### config.mk
export PLATFORM = sky130hd
export DESIGN_NAME = srst_ctrl
export DESIGN_NICKNAME = d
export VERILOG_FILES = /design/src/rtl/srst_pkg.sv /design/src/rtl/srst_evt_pick.sv /design/src/rtl/srst_timer.sv /design/src/rtl/srst_fsm.sv /design/src/rtl/srst_ctrl.sv
export SDC_FILE = /design/constraint.sdc
export NUM_CORES = 1
export LEC_CHECK = 0
export ABC_AREA = 1
export ABC_CLOCK_PERIOD_IN_PS = 1730
export BUFFER_PORTS_ARGS = -buffer_cell sky130_fd_sc_hd__buf_2
export CORE_MARGIN = 2
export CORE_UTILIZATION = 35
export DETAILED_ROUTE_END_ITERATION = 7
export GPL_ROUTABILITY_DRIVEN = 0
export PLACE_DENSITY = 0.63
export SYNTH_ARGS = -nofsm -noshare
export SYNTH_HDL_FRONTEND = slang
export SYNTH_HIERARCHICAL = 1
export SYNTH_SLANG_ARGS = --single-unit
export TNS_END_PERCENT = 5
### constraint.sdc
create_clock -name clk -period 1.73 [get_ports clk]
set_clock_uncertainty 0.05 [all_clocks]
set_input_delay 0.346 -clock clk [delete_from_list [all_inputs] [get_ports clk]]
set_output_delay 0.346 -clock clk [all_outputs]
set_load 0.02 [all_outputs]
### src/rtl/srst_pkg.sv
package srst_pkg;

   typedef enum logic [1:0] {
      ST_HELD = 2'd0,
      ST_RUN  = 2'd1,
      ST_FREE = 2'd2
   } srst_state_e;

endpackage

### src/rtl/srst_evt_pick.sv
module srst_evt_pick #(
   parameter int NUM_EVT = 4,
   parameter int SEL_W   = 2
) (
   input  logic [NUM_EVT-1:0] evt,
   input  logic [SEL_W-1:0]   sel,
   output logic               hit
);

   logic [NUM_EVT-1:0] sel_hot;

   for (genvar gi = 0; gi < NUM_EVT; gi++) begin : g_dec
      assign sel_hot[gi] = (sel == SEL_W'(gi));
   end

   assign hit = |(evt & sel_hot);

endmodule

### src/rtl/srst_timer.sv
module srst_timer #(
   parameter int BASE_TICKS = 2,
   parameter int CODE_W     = 3,
   parameter int CNT_W      = 9
) (
   input  logic              clk,
   input  logic              rst_n,
   input  logic              load,
   input  logic              clear,
   input  logic              tick,
   input  logic [CODE_W-1:0] code,
   output logic              expire
);

   logic [CNT_W-1:0] cnt_q;
   logic [CNT_W-1:0] len;

   assign len    = CNT_W'(BASE_TICKS) << code;
   assign expire = tick && (cnt_q == CNT_W'(1));

   always_ff @(posedge clk or negedge rst_n) begin
      if (!rst_n) begin
         cnt_q <= '0;
      end else if (clear) begin
         cnt_q <= '0;
      end else if (load) begin
         cnt_q <= len;
      end else if (tick && (cnt_q != '0)) begin
         cnt_q <= cnt_q - CNT_W'(1);
      end
   end

endmodule

### src/rtl/srst_fsm.sv
module srst_fsm
   import srst_pkg::*;
(
   input  logic        clk,
   input  logic        rst_n,
   input  logic        mode_en,
   input  logic        pd_req,
   input  logic        trig_hit,
   input  logic        expire,
   output srst_state_e state,
   output srst_state_e state_nxt,
   output logic        load,
   output logic        clear
);

   always_comb begin
      state_nxt = state;
      load      = 1'b0;
      clear     = 1'b0;
      if (!mode_en) begin
         state_nxt = ST_FREE;
         clear     = 1'b1;
      end else if (pd_req) begin
         state_nxt = ST_HELD;
         clear     = 1'b1;
      end else begin
         case (state)
            ST_HELD: if (trig_hit) begin
               state_nxt = ST_RUN;
               load      = 1'b1;
            end
            ST_RUN: if (expire) begin
               state_nxt = ST_FREE;
               clear     = 1'b1;
            end
            ST_FREE: state_nxt = ST_FREE;
            default: state_nxt = ST_HELD;
         endcase
      end
   end

   always_ff @(posedge clk or negedge rst_n) begin
      if (!rst_n) state <= ST_HELD;
      else        state <= state_nxt;
   end

endmodule

### src/rtl/srst_ctrl.sv
module srst_ctrl
   import srst_pkg::*;
#(
   parameter int NUM_EVT    = 4,
   parameter int SEL_W      = $clog2(NUM_EVT),
   parameter int CODE_W     = 3,
   parameter int BASE_TICKS = 2
) (
   input  logic               clk,
   input  logic               rst_n,
   input  logic               rst_mode_en,
   input  logic               seq_in_reset,
   input  logic               pd_full_start,
   input  logic               pd_part_start,
   input  logic [NUM_EVT-1:0] pu_evt,
   input  logic [SEL_W-1:0]   trig_sel,
   input  logic [CODE_W-1:0]  len_code,
   input  logic               tick,
   output logic               host_rst_n,
   output logic               tmr_run
);

   localparam int MAX_LEN = BASE_TICKS << ((1 << CODE_W) - 1);
   localparam int CNT_W   = $clog2(MAX_LEN + 1);

   if (NUM_EVT < 2) begin : g_bad_evt
      $error("srst_ctrl: NUM_EVT must be at least 2");
   end
   if ((1 << SEL_W) < NUM_EVT) begin : g_bad_sel
      $error("srst_ctrl: SEL_W too narrow for NUM_EVT");
   end
   if (CODE_W < 1 || CODE_W > 4) begin : g_bad_code
      $error("srst_ctrl: CODE_W must be 1..4");
   end
   if (BASE_TICKS < 1) begin : g_bad_base
      $error("srst_ctrl: BASE_TICKS must be positive");
   end

   srst_state_e state, state_nxt;
   logic        pd_req, trig_hit, expire, load, clear;
   logic        host_q;

   assign pd_req = pd_full_start | pd_part_start;

   srst_evt_pick #(
      .NUM_EVT (NUM_EVT),
      .SEL_W   (SEL_W)
   ) i_pick (
      .evt (pu_evt),
      .sel (trig_sel),
      .hit (trig_hit)
   );

   srst_timer #(
      .BASE_TICKS (BASE_TICKS),
      .CODE_W     (CODE_W),
      .CNT_W      (CNT_W)
   ) i_timer (
      .clk    (clk),
      .rst_n  (rst_n),
      .load   (load),
      .clear  (clear),
      .tick   (tick),
      .code   (len_code),
      .expire (expire)
   );

   srst_fsm i_fsm (
      .clk       (clk),
      .rst_n     (rst_n),
      .mode_en   (rst_mode_en),
      .pd_req    (pd_req),
      .trig_hit  (trig_hit),
      .expire    (expire),
      .state     (state),
      .state_nxt (state_nxt),
      .load      (load),
      .clear     (clear)
   );

   always_ff @(posedge clk or negedge rst_n) begin
      if (!rst_n)           host_q <= 1'b0;
      else if (rst_mode_en) host_q <= (state_nxt == ST_FREE);
      else                  host_q <= ~seq_in_reset;
   end

   assign host_rst_n = host_q;
   assign tmr_run    = (state == ST_RUN);

endmodule

After elaboration in Yosys (flattened, before gate mapping). Index checks and enable logic that the tools add are counted.

Register bits after elaboration: 12. Input port bits: 16. Output and inout bits: 2. Word-level logic and storage cells: 39.

Add/sub/neg operators: 1. Equal/unequal tests: 7. Shifts and indexed selects: 1. Mux-type cells: 17. Bitwise gates (word level): 3. Reductions and logical operators: 7.

Operators by type and width (count): two-way mux 9 bit (3); equality test 9 x 1 -> 1 bit, second input constant (1); two-way mux 1 bit (9); nonzero test 9 bit (1); << shifter 2 x 3 -> 9 bit, first input constant (1); subtractor 9 x 1 -> 9 bit, second input constant (1); equality test 2 bit, second input constant (4); two-way mux 2 bit (4); case mux 2 bit (3 select lines) (1); bitwise AND 4 bit (1); equality test 2 x 1 -> 1 bit, second input constant (2); zero test 2 bit (2); OR reduction 4 bit (1); nonzero test 3 bit (1); logical AND 1 bit (2); inverter 1 bit (1); OR 1 bit (1).

Depth between registers and ports, before layout.
Depth in word-level cells: 9. Depth in mapped cells: 12.

Cells and area by module. The synthesis kept the hierarchy.

Modules (own cells, without submodules): srst_timer (instances 1, cells an instance 106, area an instance 759.5 um^2); srst_fsm (instances 1, cells an instance 19, area an instance 130.1 um^2); srst_ctrl (instances 1, cells an instance 10, area an instance 62.6 um^2); srst_evt_pick (instances 1, cells an instance 13, area an instance 51.3 um^2).

Worst setup path before layout. No wires, ideal clock.

Kind: register -> register. Start: reg i_timer.cnt_q[1]. End: reg i_timer.cnt_q[6]. Setup time: 0.117 ns. Arrival: 1.594 ns. Required time: 1.563 ns. Slack: -0.031 ns. Cell stages (with the launch flop): 12. Path buffers: 0. Period minus slack after synthesis: 1.761 ns. Path through: dfrtp_1 > inv_1 > ha_1 > nand3_1 > nor3_1 > nand3_2 > nand2_1 > nor2_4 > inv_1 > o21ai_0 > nand3_2 > nand2_1.

Longest elaborated chain between the ends: 7.

Ends and longest elaborated chain: from (decl) (RTL line srst_timer.sv:15) `logic [CNT_W-1:0] cnt_q;`; from (signal assigned) (RTL line srst_timer.sv:27) `cnt_q <= len;`; from (signal assigned) (RTL line srst_timer.sv:29) `cnt_q <= cnt_q - CNT_W'(1);`; equality test 9 x 1 -> 1 bit (*) (RTL line srst_timer.sv:19) `assign expire = tick && (cnt_q == CNT_W'(1));`; logical AND 1 bit (*) (RTL line srst_timer.sv:19); net expire (RTL line srst_ctrl.sv:40) `logic pd_req, trig_hit, expire, load, clear;`; two-way mux 1 bit (*) (RTL line srst_fsm.sv:32) `ST_RUN: if (expire) begin`; two-way mux 1 bit (*) (RTL line srst_fsm.sv:27) `case (state)`; two-way mux 1 bit (*) (RTL line srst_fsm.sv:23) `end else if (pd_req) begin`; two-way mux 1 bit (*) (RTL line srst_fsm.sv:20) `if (!mode_en) begin`; net clear (RTL line srst_ctrl.sv:40); nonzero test 3 bit (no line) / two-way mux 9 bit (equally long branches).

The timed path passes the listed nets; every way through them passes the cells marked *. The select of a mux whose other input is x is not followed. A chain may end at the register's enable or synchronous reset.

Worst setup path in the final report.
Start: reg i_timer.cnt_q[1]. End: reg i_timer.cnt_q[5].

Same word-level chain as after synthesis.

==> out/qor.yml <==
die_h_um: 57.55
dieArea_sq_um: 3311
grt_usage_pct: 17.20
num_vias: 1071
root_buffer: "clkbuf_4"
dp_hpwl_um: 2003
cp_cell_sequence: "inv_2 -> ha_4 -> nand3_4 -> nor3_4 -> nand3_2 -> nand2_2 -> nor2_4 -> inv_2 -> o31ai_1 -> nand3_2 -> nand2_1"
cts_max_path_buffers: 2
grt_max_degree: 13
yosysSeqAreaShare_pct: 29.93
cp.required_ns: 1.85
ys_warn_count: 6
yosysUniqueCellTypes: 25
arrival_ns: 1.79
syn_to_final_growth_pct: 32.42
grt_pass1_vias: 1078
path_max_fanout: 6
crit_slowest_cell: "dfrtp_1"
first_pass_iters: 4
p_per_area_nw_per_um2: 637.4
tightest_slew_ns: 0.3179
cp_top_family: "simple AND/OR/NAND/NOR gates"
ys_seq_elements: 12
synth_nets: 166
nets: 204
synth_top_area_share_pct: 29.93
multi_input_area_sq_um: 629.4
internal_power_mw: 0.5489
fmax_mhz: 601.2
antenna_found_initial: 0
status: "finished, final reports clean"
synth_flop_cell: "dfrtp_1"
clock_latency_ns: 0.28
clkTransAtPathRegs_ns: 0.09
yosysTopAreaCell: "dfrtp_1"
async_flop_share_pct: 100.0
wl_per_cell_um: 11.29
setup_slack_ns: 0.06657
synth.cell_area_sq_um: 1003
detail_route.vias_per_cell: 4.958
row_count: 19
cp.buffers_inverters: 2
grt_remaining_overflow: 0
antenna_cells: 0
yosys-top-cells-area: "dfrtp_1, nand2_1, nand3_1"
placed_cells: 209
core_region_area_sq_um: 2734
fill_cells: 247
combPwrFrac_pct: 35.9
preCtsSetupSlack_ns: -0.07747
period_needed_ns: 1.663
p_leak_nw: 0.7222
slew_headroom_pct: 78.73
final.setup.tns_ns: 0
total_power_mw: 0.8470
grt_first_pass_wirelength_um: 4436
max_stage_delay_ns: 0.40
die-width_um: 57.55
final_antenna_net_count: 0
switching_power_mw: 0.2981
synth_edf_count: 0
portBuffers: 17
regArea_sq_um: 300.3
hold_class: "in -> reg"
drc: 0
crit_type: "reg -> reg"
drtIter0Drc: 35
maxCapViolCount: 0
numCtsBuffers: 3
cts_htree_levels: 1
finalNonFillerCells: 216
sw_frac_of_total_pct: 35.20
rsz0062_at_grt: "yes"
pin_count: 18
timing.hold.ws_ns: 0.2480
setup.worst_path.end_class: "flip-flop"
vdd_drop_max_mv: 0.5765
clkPwrFrac_pct: 27.5
synth_area_per_cell_sq_um: 6.780
setup_viol: 0
hold_viol: 0
period_share_pct: 96.15
initial_core_util_pct: 36.70
cts.sinks: 12
startpoint_type: "flip-flop"
p_seq_share_pct: 36.7
netlist_instances: 148
final_layout_size_suffix_gt1_share_pct: 38.38
drt-total-wl_um: 2439
drv_slew: 0
cts_tree: "built"
==> flip-flops by register name, indices dropped and copies added (netlist names) <==
| name | cells |
|---|---|
| i_fsm/state | 2 |
| i_timer/cnt_q | 9 |
| host_rst_n | 1 |
==> power by group through the flow <==
| stage | clock network (mW) | registers [mW] | logic [mW] |
|---|---|---|---|
| detailed placement | 0 | 0.317 | 0.289 |
| CTS | 0.243 | 0.310 | 0.295 |
| floorplan | 0 | 0.318 | 0.180 |
| finish | 0.233 | 0.311 | 0.304 |
| global route | 0.259 | 0.314 | 0.340 |
| global placement | 0 | 0.316 | 0.282 |
==> tightest hold or removal path, stage by stage <==
cell     delay, ns
buf_2         0.07
inv_1         0.03
nand2_1       0.04
nand2_1       0.05
==> cell type report <==
type,instances,area share (%)
clock buffer,4,2.731
inverter,29,8.192
multi-input combinational,106,47.36
sequential,12,22.60
tap,31,2.919
timing repair buffer,34,16.20
==> per-stage QoR <==
step | utilization (%) | instance area (sq um)
finish | 48.60 | 1329
global route | 48.60 | 1329
CTS | 46.82 | 1280
detailed placement | 44.85 | 1226
global placement | 44.85 | 1226
floorplan | - | 1008
==> logic make-up (layout without fill, tap and decap cells) <==
| group | Yosys count | in the layout | synth area share (%) |
|---|---|---|---|
| AO/OA/AOI/OAI | 20 | 20 | 11.72 |
| adder cells (fa/ha/maj) | 2 | 2 | 2.493 |
| flip-flops | 12 | 12 | 29.93 |
| buffers and inverters | 30 | 67 | 11.97 |
| AND/OR/NAND/NOR | 84 | 84 | 43.89 |
==> placed cells by master, fill, tap and decap left out <==
master         netlist  layout
a31oi_1              1       1
ha_1                 2       1
inv_2                6       8
ha_4                 0       1
nor3_2               1       1
o21ai_2              3       3
nand3_4              1       2
or2_1                1       1
nand2_2              4       6
o21ai_0              7       4
nor2_2               2       2
clkinv_1             1       1
nand4_1              1       1
nor2_4               2       2
dfrtp_1             12      12
nor3_4               0       1
nand2_4              2       2
a21oi_1              4       4
nand3_1             18      17
o31ai_2              0       1
clkbuf_8             0       1
o31ai_1              2       1
nand2_1             30      28
nor2_1              16      16
buf_4                0      16
buf_2                0      17
dlygate4sd3_1        0       1
o21ai_1              3       6
clkbuf_4             0       3
inv_1               22      20
nand3_2              5       5
==> worst paths after layout <==
kind / endpoint / slack, ns / from / depth (start not counted)
max in group asynchronous: host_rst_n$_DFF_PN0_ / 0.97 / rst_n / 2
hold reg to reg: i_timer/cnt_q[8]$_DFFE_PN0P_ / 0.51 / i_timer/cnt_q[8]$_DFFE_PN0P_ / 2
setup reg to reg: i_timer/cnt_q[5]$_DFFE_PN0P_ / 0.07 / i_timer/cnt_q[1]$_DFFE_PN0P_ / 11
min in group asynchronous: i_timer/cnt_q[8]$_DFFE_PN0P_ / 0.43 / rst_n / 2
setup / recovery: i_timer/cnt_q[5]$_DFFE_PN0P_ / 0.07 / i_timer/cnt_q[1]$_DFFE_PN0P_ / 11
hold / removal: host_rst_n$_DFF_PN0_ / 0.25 / seq_in_reset / 4
==> timing repair <==
action / in CTS / in global routing
endpoints found under the setup margin: 6 / 9
resized for setup: 0 / 13
endpoints found under the hold margin: 12 / 0
buffers inserted: 1 / 1
hold buffers: 1 / 0
pin swaps: 1 / 6
==> cell usage after synthesis, types with 3 or more instances <==
cell	count
nand2_2	4
dfrtp_1	12
o21ai_0	7
o21ai_1	3
nand3_1	18
o21ai_2	3
inv_1	22
nor2_1	16
inv_2	6
nand2_1	30
a21oi_1	4
nand3_2	5
==> per-layer routing <==
layer  wire [um]  track usage, %  part of all wire, %  vias to the layer above
li1            -               -                    -                      544
met1        1035           21.32                   42                      473
met2        1181           28.25                   48                       46
met3         167           4.989                  6.8                        8
met4          55           6.312                  2.3                        0
met5           0               0                    0                        -
Note: power is estimated with default switching activity, not from simulation.
